### src/rtl/sreg_pkg.sv
package sreg_pkg;
  localparam int FW = 8;

  localparam int F_C = 0;
  localparam int F_Z = 1;
  localparam int F_N = 2;
  localparam int F_V = 3;
  localparam int F_S = 4;
  localparam int F_H = 5;
  localparam int F_T = 6;
  localparam int F_I = 7;

  typedef enum logic [7:0] {
    OP_NOP   = 8'h00,
    OP_ADD   = 8'h01,
    OP_SUB   = 8'h02,
    OP_LOGIC = 8'h03,
    OP_LSR   = 8'h04
  } alu_op_e;

  // Same order as flags[5:0]
  typedef struct packed {
    logic h;
    logic s;
    logic v;
    logic n;
    logic z;
    logic c;
  } arith_t;
endpackage

### src/rtl/sreg_flag_calc.sv
module sreg_flag_calc
  import sreg_pkg::*;
#(
  parameter int DW = 8
) (
  input  logic [7:0]    op_i,
  input  logic [DW-1:0] a_i,
  input  logic [DW-1:0] b_i,
  input  logic [DW-1:0] r_i,
  input  logic          cout_i,
  input  arith_t        old_i,
  output arith_t        next_o
);
  localparam int MSB = DW - 1;
  localparam int HB  = 3;
  localparam int NF  = $bits(arith_t);

  arith_t val, msk, mrg;
  logic a_m, b_m, r_m, a_h, b_h, r_h;
  logic h_add, h_sub, v_add, v_sub;
  logic unused_opnd;

  assign unused_opnd = ^{a_i, b_i};

  assign a_m = a_i[MSB];
  assign b_m = b_i[MSB];
  assign r_m = r_i[MSB];
  assign a_h = a_i[HB];
  assign b_h = b_i[HB];
  assign r_h = r_i[HB];

  assign h_add = (a_h & b_h) | (b_h & ~r_h) | (~r_h & a_h);
  assign h_sub = (~a_h & b_h) | (b_h & r_h) | (r_h & ~a_h);
  assign v_add = (a_m & b_m & ~r_m) | (~a_m & ~b_m & r_m);
  assign v_sub = (a_m & ~b_m & ~r_m) | (~a_m & b_m & r_m);

  always_comb begin
    val   = '0;
    msk   = '0;
    val.n = r_m;
    val.z = ~|r_i;
    case (op_i)
      OP_ADD: begin
        val.h = h_add;
        val.v = v_add;
        val.c = cout_i;
        msk   = '1;
      end
      OP_SUB: begin
        val.h = h_sub;
        val.v = v_sub;
        val.c = cout_i;
        msk   = '1;
      end
      OP_LOGIC: begin
        val.v = 1'b0;
        msk.s = 1'b1;
        msk.v = 1'b1;
        msk.n = 1'b1;
        msk.z = 1'b1;
      end
      OP_LSR: begin
        val.c = a_i[0];
        val.v = r_m ^ a_i[0];
        msk.s = 1'b1;
        msk.v = 1'b1;
        msk.n = 1'b1;
        msk.z = 1'b1;
        msk.c = 1'b1;
      end
      default: msk = '0;
    endcase
  end

  for (genvar i = 0; i < NF; i++) begin : g_merge
    assign mrg[i] = msk[i] ? val[i] : old_i[i];
  end

  always_comb begin
    next_o = mrg;
    if (msk.s) next_o.s = mrg.n ^ mrg.v;
  end
endmodule

### src/rtl/sreg_ie_ctrl.sv
module sreg_ie_ctrl (
  input  logic ie_q_i,
  input  logic ack_i,
  input  logic wr_en_i,
  input  logic wr_bit_i,
  input  logic set_i,
  input  logic clr_i,
  input  logic ret_i,
  input  logic irq_i,
  output logic ie_d_o,
  output logic irq_o
);
  always_comb begin
    if (ack_i)              ie_d_o = 1'b0;
    else if (wr_en_i)       ie_d_o = wr_bit_i;
    else if (set_i | ret_i) ie_d_o = 1'b1;
    else if (clr_i)         ie_d_o = 1'b0;
    else                    ie_d_o = ie_q_i;
  end

  assign irq_o = irq_i & ie_q_i;
endmodule

### src/rtl/sreg_bit_copy.sv
module sreg_bit_copy #(
  parameter int DW = 8,
  localparam int SW = $clog2(DW)
) (
  input  logic          t_q_i,
  input  logic          bst_i,
  input  logic [SW-1:0] sel_i,
  input  logic [DW-1:0] src_i,
  input  logic          wr_en_i,
  input  logic          wr_bit_i,
  output logic          t_d_o,
  output logic [DW-1:0] bld_o
);
  always_comb begin
    if (wr_en_i)    t_d_o = wr_bit_i;
    else if (bst_i) t_d_o = src_i[sel_i];
    else            t_d_o = t_q_i;
  end

  for (genvar i = 0; i < DW; i++) begin : g_bld
    assign bld_o[i] = (sel_i == SW'(i)) ? t_q_i : src_i[i];
  end
endmodule

### src/rtl/cpu_status_reg.sv
module cpu_status_reg
  import sreg_pkg::*;
#(
  parameter int DW = 8,
  localparam int SW = $clog2(DW)
) (
  input  logic          clk_i,
  input  logic          rst_ni,
  input  logic [7:0]    alu_op_i,
  input  logic [DW-1:0] opa_i,
  input  logic [DW-1:0] opb_i,
  input  logic [DW-1:0] res_i,
  input  logic          cout_i,
  input  logic          wr_en_i,
  input  logic [FW-1:0] wr_data_i,
  input  logic          ie_set_i,
  input  logic          ie_clr_i,
  input  logic          int_ack_i,
  input  logic          int_ret_i,
  input  logic          irq_i,
  input  logic          bst_i,
  input  logic [SW-1:0] bit_sel_i,
  input  logic [DW-1:0] bit_src_i,
  output logic [FW-1:0] flags_o,
  output logic          irq_o,
  output logic [DW-1:0] bld_o
);
  logic [FW-1:0] flags_q, flags_d;
  arith_t        ar_next;
  logic          ie_d, t_d;

  sreg_flag_calc #(.DW(DW)) u_calc (
    .op_i   (alu_op_i),
    .a_i    (opa_i),
    .b_i    (opb_i),
    .r_i    (res_i),
    .cout_i (cout_i),
    .old_i  (arith_t'(flags_q[F_H:F_C])),
    .next_o (ar_next)
  );

  sreg_ie_ctrl u_ie (
    .ie_q_i   (flags_q[F_I]),
    .ack_i    (int_ack_i),
    .wr_en_i  (wr_en_i),
    .wr_bit_i (wr_data_i[F_I]),
    .set_i    (ie_set_i),
    .clr_i    (ie_clr_i),
    .ret_i    (int_ret_i),
    .irq_i    (irq_i),
    .ie_d_o   (ie_d),
    .irq_o    (irq_o)
  );

  sreg_bit_copy #(.DW(DW)) u_bit (
    .t_q_i    (flags_q[F_T]),
    .bst_i    (bst_i),
    .sel_i    (bit_sel_i),
    .src_i    (bit_src_i),
    .wr_en_i  (wr_en_i),
    .wr_bit_i (wr_data_i[F_T]),
    .t_d_o    (t_d),
    .bld_o    (bld_o)
  );

  always_comb begin
    flags_d           = flags_q;
    flags_d[F_I]      = ie_d;
    flags_d[F_T]      = t_d;
    flags_d[F_H:F_C]  = wr_en_i ? wr_data_i[F_H:F_C] : ar_next;
  end

  always_ff @(posedge clk_i or negedge rst_ni) begin
    if (!rst_ni) flags_q <= '0;
    else         flags_q <= flags_d;
  end

  assign flags_o = flags_q;
endmodule

### config.mk
export PLATFORM = sky130hd
export DESIGN_NAME = cpu_status_reg
export DESIGN_NICKNAME = d
export VERILOG_FILES = /design/src/rtl/sreg_pkg.sv /design/src/rtl/sreg_flag_calc.sv /design/src/rtl/sreg_ie_ctrl.sv /design/src/rtl/sreg_bit_copy.sv /design/src/rtl/cpu_status_reg.sv
export SDC_FILE = /design/constraint.sdc
export NUM_CORES = 1
export LEC_CHECK = 0
export ABC_AREA = 1
export CELL_PAD_IN_SITES_DETAIL_PLACEMENT = 1
export CELL_PAD_IN_SITES_GLOBAL_PLACEMENT = 1
export CORE_ASPECT_RATIO = 0.9
export CORE_MARGIN = 4
export CORE_UTILIZATION = 19
export CTS_BUF_LIST = sky130_fd_sc_hd__clkbuf_8
export DETAILED_ROUTE_END_ITERATION = 6
export GPL_TIMING_DRIVEN = 0
export PLACE_DENSITY = 0.82
export SLEW_MARGIN = 30
export SYNTH_ARGS = -nofsm -noshare
export SYNTH_HDL_FRONTEND = slang
export SYNTH_SLANG_ARGS = --single-unit
### constraint.sdc
create_clock -name clk_i -period 1.05 [get_ports clk_i]
set_clock_uncertainty 0.1 [all_clocks]
set_input_delay 0.1575 -clock clk_i [delete_from_list [all_inputs] [get_ports clk_i]]
set_output_delay 0.1575 -clock clk_i [all_outputs]
set_load 0.01 [all_outputs]
* Word-level counts from Yosys, hierarchy flattened
Cells that the tools add are included.
** Cells by class
- Equality and inequality tests :: 11
- $add $sub $neg :: 0
- Multiplexer cells :: 29
- Bitwise operators :: 29
- Multiply operators :: 0
- Shifts and indexed selects :: 0
- Order comparisons :: 1
- Reduce and logical (&&, ||, !) cells :: 12
- Divide/modulo/power cells :: 0
** Operators by type and width (number)
- $mux 1 :: 23
- $eq 8x2->1 const B :: 2
- $and 1x1->1 :: 15
- $eq 3x3->1 const B :: 4
- $reduce_bool 2->1 :: 5
- $eq 8x1->1 const B :: 1
- $eq 8x3->1 const B :: 1
- $reduce_or 8->1 :: 1
- $or 1x1->1 :: 7
- $eq 3x2->1 const B :: 2
- $mux 6 :: 1
- $not 1->1 :: 5
- $lt 3x4->1 const B :: 1
- $mux 4 :: 1
- $pmux 1 s2 :: 2
- $reduce_bool 4->1 :: 1
- $reduce_or 4->1 :: 1
- $bmux 1 s3 :: 1
- $eq 3x1->1 const B :: 1
- $logic_not 3->1 :: 1
- $pmux 1 s3 :: 1
- $reduce_or 3->1 :: 1
- $reduce_or 2->1 :: 1
- $xor 1x1->1 :: 2
- $logic_not 1->1 :: 1
** Word-level totals
- Memories :: 0
- Memory bits (writable) :: 0
- Bits in latches :: 0
- Bits in registers :: 8
- Bits in read-only memories :: 0
- Logic and storage cells :: 89

* Depth between registers and ports, before layout
Gate-level depths: netlist of run 1.
- Word-level depth :: 9
- Gate-level depth with buffers :: 12
- Gate-level depth less buffers :: 12

* Hierarchy
Synthesis of run 1 repeated with hierarchy kept, for this count alone.
** Unflattened totals
- Cells, all modules :: 175
- Area, all modules :: 965.9 um^2
** By module, submodules not included
- sreg_flag_calc :: cells each 84, area an instance 387.9 um^2, times used 1, seq. area each 0.0 um^2
- cpu_status_reg :: cells each 27, area an instance 271.5 um^2, times used 1, seq. area each 200.2 um^2
- sreg_bit_copy :: cells each 53, area an instance 264.0 um^2, times used 1, seq. area each 0.0 um^2
- sreg_ie_ctrl :: cells each 11, area an instance 42.5 um^2, times used 1, seq. area each 0.0 um^2

* Worst setup path before layout of run 1
OpenSTA, ideal clock, no wires.
- Path type :: input to register
- Start :: in alu_op_i[6]
- End :: reg flags_q[4] (netlist: flags_o[4])
- Data arrival time :: 0.907 ns
- Slack :: -0.074 ns
- Required time :: 0.834 ns
- Library setup time :: 0.116 ns
- Buffers on the path :: 0
- Stages :: 10
- Cells stage by stage :: inv_1 nand2_2 nor2_8 nand2_2 nand4_1 nand3_2 nor2_2 nor2_2 nand2_1 nand2_1
** Between the ends
- Word-level cells in the longest chain between the ends :: 7
- Elaborated cells between the ends (all ways) :: 13
- Those cells by class :: eq/ne: 4; mux: 6; bitwise: 1; reduce/logical: 2
** Ends and longest elaborated chain
- start: declaration :: line cpu_status_reg.sv:9 : input logic [7:0] alu_op_i,
- $eq 8x2->1, or another cell as far along :: line sreg_flag_calc.sv:42 : case (op_i)
- $reduce_or 4->1 (no line)
- $mux 4 :: line sreg_flag_calc.sv:42
- $mux 1 :: line sreg_flag_calc.sv:76 : assign mrg[i] = msk[i] ? val[i] : old_i[i];
- $xor 1x1->1 :: line sreg_flag_calc.sv:81 : if (msk.s) next_o.s = mrg.n ^ mrg.v;
- $mux 1 :: line sreg_flag_calc.sv:81
- $mux 6 :: line cpu_status_reg.sv:70 : flags_d[F_H:F_C] = wr_en_i ? wr_data_i[F_H:F_C] : ar_next;
- end signal: assignment :: line cpu_status_reg.sv:75 : else flags_q <= flags_d;
- end: declaration :: line cpu_status_reg.sv:28 : logic [FW-1:0] flags_q, flags_d;
Parallel ways exist; a longest one is shown, timed or not. The select of a mux whose other input is x is not followed.
A chain may end at the register's enable or synchronous reset.

* Worst setup path in the final report of run 1
- Start :: reg flags_q[6] (netlist: flags_o[6])
- End :: out bld_o[3]
** Between the ends
- Word-level cells in the longest chain between the ends :: 1
** Ends and longest elaborated chain
- $mux 1 :: line sreg_bit_copy.sv:21 : assign bld_o[i] = (sel_i == SW'(i)) ? t_q_i : src_i[i];
- end: declaration :: line cpu_status_reg.sv:26 : output logic [DW-1:0] bld_o
No other way between the ends.

==> metrics, run 1 <==
hold crit path type=input port to flop; number of distinct library cells after synthesis=22; drt initial violations=30; vias per std cell=~4.4; RSZ-0062 raised after global routing=yes; start-to-end type of the worst setup path=flop to output pin; CTS clk-pin slew, worst paths=0.04 ns; initial standard-cell utilization of the core=0.1964; # IOs=78; average footprint of a synthesized cell=6.125 um2; flip-flop count of the largest register after layout=8; number of maximum-capacitance constraint violations=0; final hold violations=0; first-pass GRT wire length=5.713 mm; sum of overflow across all layers after global routing=0; commonest cells after routing, fill and taps aside=27 x sky130_fd_sc_hd__nand2_1, 27 x sky130_fd_sc_hd__clkdlybuf4s50_1, 19 x sky130_fd_sc_hd__buf_2, 15 x sky130_fd_sc_hd__nand3_1, 13 x sky130_fd_sc_hd__buf_6; Root Buffer=sky130_fd_sc_hd__clkbuf_8; total power divided by cell area=around 740 nW/um2; number of detailed-route iterations in the first pass=4; filler cell count in the final layout=561; Period minus WS final=1.302 ns; Core Area=4461 um2; worst slew margin relative to its limit=0.7541; Crit path arrival time=between 1 and 1.5 ns; Post-Synth Simple-Gate Area=0.4914; largest net degree at the start of global routing=11; Mapped Cells=between 100 and 150; fraction of the mapped netlist area in compound gates=0.1543; transition time at the pin with the least slew margin=0.3677 ns; GRT Overall Usage=0.1232; via count=1,251; net total in the final layout=285; static leakage power=0.9036 nW; floorplan die area=5761 um2; number of H-tree branching levels=1; sequential element share of the synthesized area=0.2286; min setup slack post-route=-0.2519 ns; Internal=roughly 0.92 mW; share of power burned in the clock network=0.276; antenna diode instance count=0; Cell Rows=23; fraction of layout instances using a drive strength above 1=0.4459; floorplan die width=79.57 um; final-layout setup total negative slack=-2.263 ns; dominant combinational cell family by area after synthesis=simple AND/OR/NAND/NOR gates; Sinks on Clock Net=8; sequential cell fraction of total power=0.266; parity-gate share of the synthesized area counting xor and xnor cells=0.01000; YS warnings=0; antenna violation net count after detailed routing=0; layout-stage area growth over the synthesis result=109.7%; total clock buffers created by CTS=3; remaining design rule violation count=0; Avg WL per Cell=between 10 and 15 um; final clock period utilization by the worst path=1.240; combinational share of power=0.458; Worst-Skew Late Latency=0.23 ns; post-synthesis sequential element count=8; Placed Cells=270; deepest clock path buffer count=2; sw power=0.4476 mW; summed instance area of the synthesized netlist=875.8 um2; number of global-route vias before repair=1,253; dpl hpwl=approximately 2.7 mm; crit path capture type=output pin; WL final=3.588 mm; Post-Synthesis Net Count=204; final std cells w/o fill=284; Worst setup SP type=flop; net switching share of the total power=0.3277; CTS tree=yes; largest fanout of any net on the critical path=4; count of final max-slew check failures=0; number of I/O port buffers=65; run status=finished with violations; initial antenna violation count=0; area share of fa/ha/maj cells after synthesis=0; RePlAce Congestion=about 0.73; post-placement worst setup slack=-1.041 ns; multiplexer share of the synthesized area=0; Fmax achieved=768.1 MHz; failing checks=setup timing; Setup violations, final=15; data required time of the critical path=0.79 ns; worst IR drop on VDD=between 0.0004 and 0.0005 V; DIE HEIGHT=72.41 um
[timing repair]
| item | 4_1_cts | 5_1_grt |
|---|---|---|
| setup endpoints to repair | 24 | 19 |
| endpoints found under the hold margin | 0 | 0 |
| pin swaps | 29 | 21 |
| gates cloned | 1 | 0 |
| resized for setup | 166 | 31 |
| hold buffers | 0 | 0 |
| buffers inserted | 9 | 2 |
[area by class of cell]
cell class,count,area (um2),area share
repair inverters,1,7.507,0.004087
repair buffers,76,671.9,0.3658
multi-input cells,112,708.2,0.3856
flip-flops and latches,8,201.4,0.1097
clock buffers,3,41.29,0.02248
well taps,62,77.57,0.04223
inverters,20,106.4,0.05790
plain buffers,2,22.52,0.01226
[cells in the mapped netlist (all sizes together)]
cell / instances / share of area
nor2: 23 / 0.13
o41ai: 1 / 0.010
nand2: 37 / 0.18
xor2: 1 / 0.010
buf: 3 / 0.030
a31oi: 5 / 0.036
nand3: 20 / 0.13
nand4: 5 / 0.036
nor4: 2 / 0.014
inv: 20 / 0.086
dfrtp: 8 / 0.23
o21a: 2 / 0.017
a21oi: 7 / 0.040
o21ai: 9 / 0.051
[routing by layer]
metal	routed length, um	track usage	vias to the layer above
li1	-	-	638
met1	1418	0.1438	576
met2	1915	0.2271	35
met3	247	0.03350	2
met4	8	0.02099	0
met5	0	0	-
[logic make-up after synthesis]
family          after synthesis
simple gates                 87
compound gates               24
buf+inv                      23
flops                         8
xor+xnor                      1
[power by group through the flow]
stage                     clock (mW)  combinational (mW)  sequential (mW)
after detailed placement           0               0.600            0.362
after global routing           0.401               0.687            0.368
after CTS                      0.395               0.604            0.363
after global placement             0               0.591            0.361
final                          0.376               0.626            0.363
after floorplan                    0               0.222            0.371
[critical path: stages (launching register included)]
cell	delay (ns)
sky130_fd_sc_hd__dfrtp_2	0.40
sky130_fd_sc_hd__clkinvlp_4	0.13
sky130_fd_sc_hd__a31oi_1	0.14
sky130_fd_sc_hd__buf_2	0.15
[worst paths after layout]
path	to	startpoint	slack, ns	cells past startpoint
hold reg to reg	flags_o[1]$_DFFE_PN0P_	flags_o[1]$_DFFE_PN0P_	0.39	2
setup / recovery	bld_o[3]	flags_o[6]$_DFFE_PN0P_	-0.25	3
min in group asynchronous	flags_o[3]$_DFF_PN0_	rst_ni	0.11	1
max in group asynchronous	flags_o[6]$_DFFE_PN0P_	rst_ni	0.45	1
hold / removal	flags_o[7]$_DFFE_PN0P_	wr_en_i	0.10	3
setup reg to reg	flags_o[4]$_DFFE_PN0P_	flags_o[3]$_DFF_PN0_	-0.03	6
[through the flow]
step / hold WS (ns) / area, um2 / util / power [mW]
2_1_floorplan: -0.2381 / 930.9 / - / 0.5925
3_3_place_gp: 0.3312 / 1659 / 0.3720 / 0.9524
3_5_place_dp: 0.3338 / 1659 / 0.3720 / 0.9618
4_1_cts: 0.08737 / 1755 / 0.3935 / 1.363
5_1_grt: 0.1275 / 1837 / 0.4118 / 1.456
6_report: 0.1008 / 1837 / 0.4118 / 1.366
No activity file was read; power rests on OpenSTA's default activity.
==> run 2: changes to the inputs <==
- TNS_END_PERCENT: not set -> 100
==> results of run 2 <==
Same layout as run 1: the final DEF is identical, and so are final timing and power.
==> run 3: changes to the inputs <==
- CTS_BUF_LIST: sky130_fd_sc_hd__clkbuf_8 -> sky130_fd_sc_hd__clkbuf_4 sky130_fd_sc_hd__clkbuf_8
- TNS_END_PERCENT: 100 -> 10
==> run 3 against run 2 <==
The flow still finishes with violations (setup timing). Sequential power about the same. Sequential share of layout area up 0.56 points. Via count down 0.16%. Clock-buffer cell count unchanged. Highest routed layer is now met3.
==> metrics, run 3 (synthesized netlist as in run 1, its figures left out) <==
DIE HEIGHT=72.41 um (unchanged); vias per std cell=4.445 (+0.91%); start-to-end type of the worst setup path=flop to output pin; first-pass GRT wire length=5.582 mm (-2.3%); Global Route met3 Usage=0.03350 (unchanged); min-delay src=wr_en_i; WL final=3.447 mm (-3.9%); floorplan die width=79.57 um (unchanged); min setup slack post-route=-0.2354 ns (+0.01646 ns); failing checks=setup timing; remaining design rule violation count=0 (unchanged); global route hottest layer=met2; Avg WL per Cell=12.27 um (-2.9%); number of H-tree branching levels=1 (unchanged); Period minus WS final=1.285 ns (-0.01646 ns); number of global-route vias before repair=1,232 (-1.7%); Sinks on Clock Net=8 (unchanged); antenna diode instance count=0 (unchanged); grt met1 use=0.1371 (-0.006742); met2 GRT Util=0.2252 (-0.001854); transition time at the pin with the least slew margin=0.3610 ns (-0.006643 ns); Setup violations, final=17 (+2); CTS clk-pin slew, worst paths=0.04 ns (about the same); sum of overflow across all layers after global routing=0 (unchanged); initial standard-cell utilization of the core=0.1964 (unchanged); Worst-Skew Late Latency=0.23 ns (about the same); RePlAce Congestion=0.7285 (unchanged); static leakage power=0.8478 nW (-6.2%); flip-flop count of the largest register after layout=8 (unchanged); hold crit path type=input port to flop; Crit path arrival time=1.03 ns (about the same); initial antenna violation count=0 (unchanged); final worst hold slack=0.1044 ns (+0.003562 ns); final hold violations=0 (unchanged); total power divided by cell area=760.2 nW/um2 (+2.2%); r2r startpoint=flags_o[2]$_DFF_PN0_; final clock period utilization by the worst path=1.224 (-0.01568); worst IR drop on VDD=0.0005114 V (+2.6%); Root Buffer=sky130_fd_sc_hd__clkbuf_8; drt initial violations=10 (-67%); fraction of layout instances using a drive strength above 1=0.3744 (-0.07152); Cell Rows=23 (unchanged); RSZ-0062 raised after global routing=yes; Fmax achieved=777.9 MHz (+1.3%); Worst setup SP type=flop; via count=1,249 (-0.16%); number of I/O port buffers=65 (unchanged); largest net degree at the start of global routing=11 (unchanged); run status=finished with violations; worst slew margin relative to its limit=0.7585 (+0.004442); Core Area=4461 um2 (unchanged); antenna violation net count after detailed routing=0 (unchanged); number of maximum-capacitance constraint violations=0 (unchanged); layout-stage area growth over the synthesis result=99.57%; largest fanout of any net on the critical path=4 (unchanged); CTS tree=yes; crit path capture type=output pin; number of detailed-route iterations in the first pass=6 (+2); GRT Overall Usage=0.1204 (-0.002854); dpl hpwl=2.744 mm (unchanged); utilization of the core after routing=0.3919 (-0.01992); total clock buffers created by CTS=3 (unchanged); timing startpoint of the critical path=flags_o[6]$_DFFE_PN0P_; deepest clock path buffer count=2 (unchanged); net total in the final layout=282 (-1.1%); # IOs=78 (unchanged); count of final max-slew check failures=0 (unchanged); data required time of the critical path=0.79 ns (about the same); floorplan die area=5761 um2 (unchanged); commonest cells after routing, fill and taps aside=32 x sky130_fd_sc_hd__clkdlybuf4s50_1, 27 x sky130_fd_sc_hd__nand2_1, 17 x sky130_fd_sc_hd__buf_2, 16 x sky130_fd_sc_hd__nand3_1, 12 x sky130_fd_sc_hd__nor2_1; most common library cell in the layout ignoring fill and taps=sky130_fd_sc_hd__clkdlybuf4s50_1
[run 3: cell count changes in the layout (fill, tap and decap cells not counted), moves of 3 or more]
cell                              previous run  this run
sky130_fd_sc_hd__nand2_2                     3         6
sky130_fd_sc_hd__dlygate4sd2_1               4         8
sky130_fd_sc_hd__inv_1                       3         6
sky130_fd_sc_hd__nand2_4                     6         3
sky130_fd_sc_hd__o21ai_1                     8         4
sky130_fd_sc_hd__clkdlybuf4s50_1            27        32
sky130_fd_sc_hd__buf_6                      13         5
[run 3: worst max-delay path, cell delays in order, from the launching register on]
cell and delay (ns):
sky130_fd_sc_hd__dfrtp_2 0.40, sky130_fd_sc_hd__clkinvlp_4 0.12, sky130_fd_sc_hd__a31oi_1 0.13, sky130_fd_sc_hd__buf_2 0.15
[run 3: final timing paths]
| kind | slack, ns | cells past startpoint | to |
|---|---|---|---|
| worst max-delay path | -0.24 | 3 | bld_o[3] |
| worst min-delay path | 0.10 | 3 | flags_o[7]$_DFFE_PN0P_ |
| worst max register to register | -0.03 | 6 | flags_o[4]$_DFFE_PN0P_ |
| worst min register to register | 0.39 | 2 | flags_o[1]$_DFFE_PN0P_ |
| max in group asynchronous | 0.46 | 1 | flags_o[6]$_DFFE_PN0P_ |
| min in group asynchronous | 0.11 | 1 | flags_o[3]$_DFF_PN0_ |
[run 3: cell type report]
cell class,count,area [um2]
inverter,20,101.3
sequential,8,201.4
tap,62,77.57
timing repair inverter,1,7.507
multi-input combinational,112,689.4
buffer,3,26.28
clock buffer,3,41.29
timing repair buffer,72,603.1
fill,575,2713
[run 3: through the flow]
| stage | power, mW | instances | cell area [um2] | worst slack, ns | TNS (ns) |
|---|---|---|---|---|---|
| final | 1.329 | 281 | 1748 | -0.2354 | -2.650 |
| after detailed placement | 0.9618 | 270 | 1659 | -1.041 | -14.17 |
| after CTS | 1.339 | 280 | 1728 | -0.3127 | -3.590 |
| after floorplan | 0.5925 | 143 | 930.9 | -0.07315 | -0.07315 |
| after global routing | 1.419 | 281 | 1748 | -0.3194 | -4.031 |
| after global placement | 0.9524 | 270 | 1659 | -1.030 | -13.94 |
[run 3: metal layers]
metal	share of wire	vias up	routed length, um
met4	0	0	0
li1	-	630	-
met5	0	-	0
met3	0.069	0	238
met1	0.40	582	1364
met2	0.53	37	1844
[run 3: power breakdown]
part	switching (mW)	internal [mW]
clock	0.126	0.249
combinational	0.288	0.304
sequential	0.0213	0.341
total	0.435	0.893
[run 3: what timing repair did]
action,4_1_cts,5_1_grt
hold endpoints to repair,0,0
pin swaps,17,6
hold buffers,0,0
gates cloned,1,0
gates resized for setup,112,26
endpoints found under the setup margin,24,19
buffers inserted,6,1
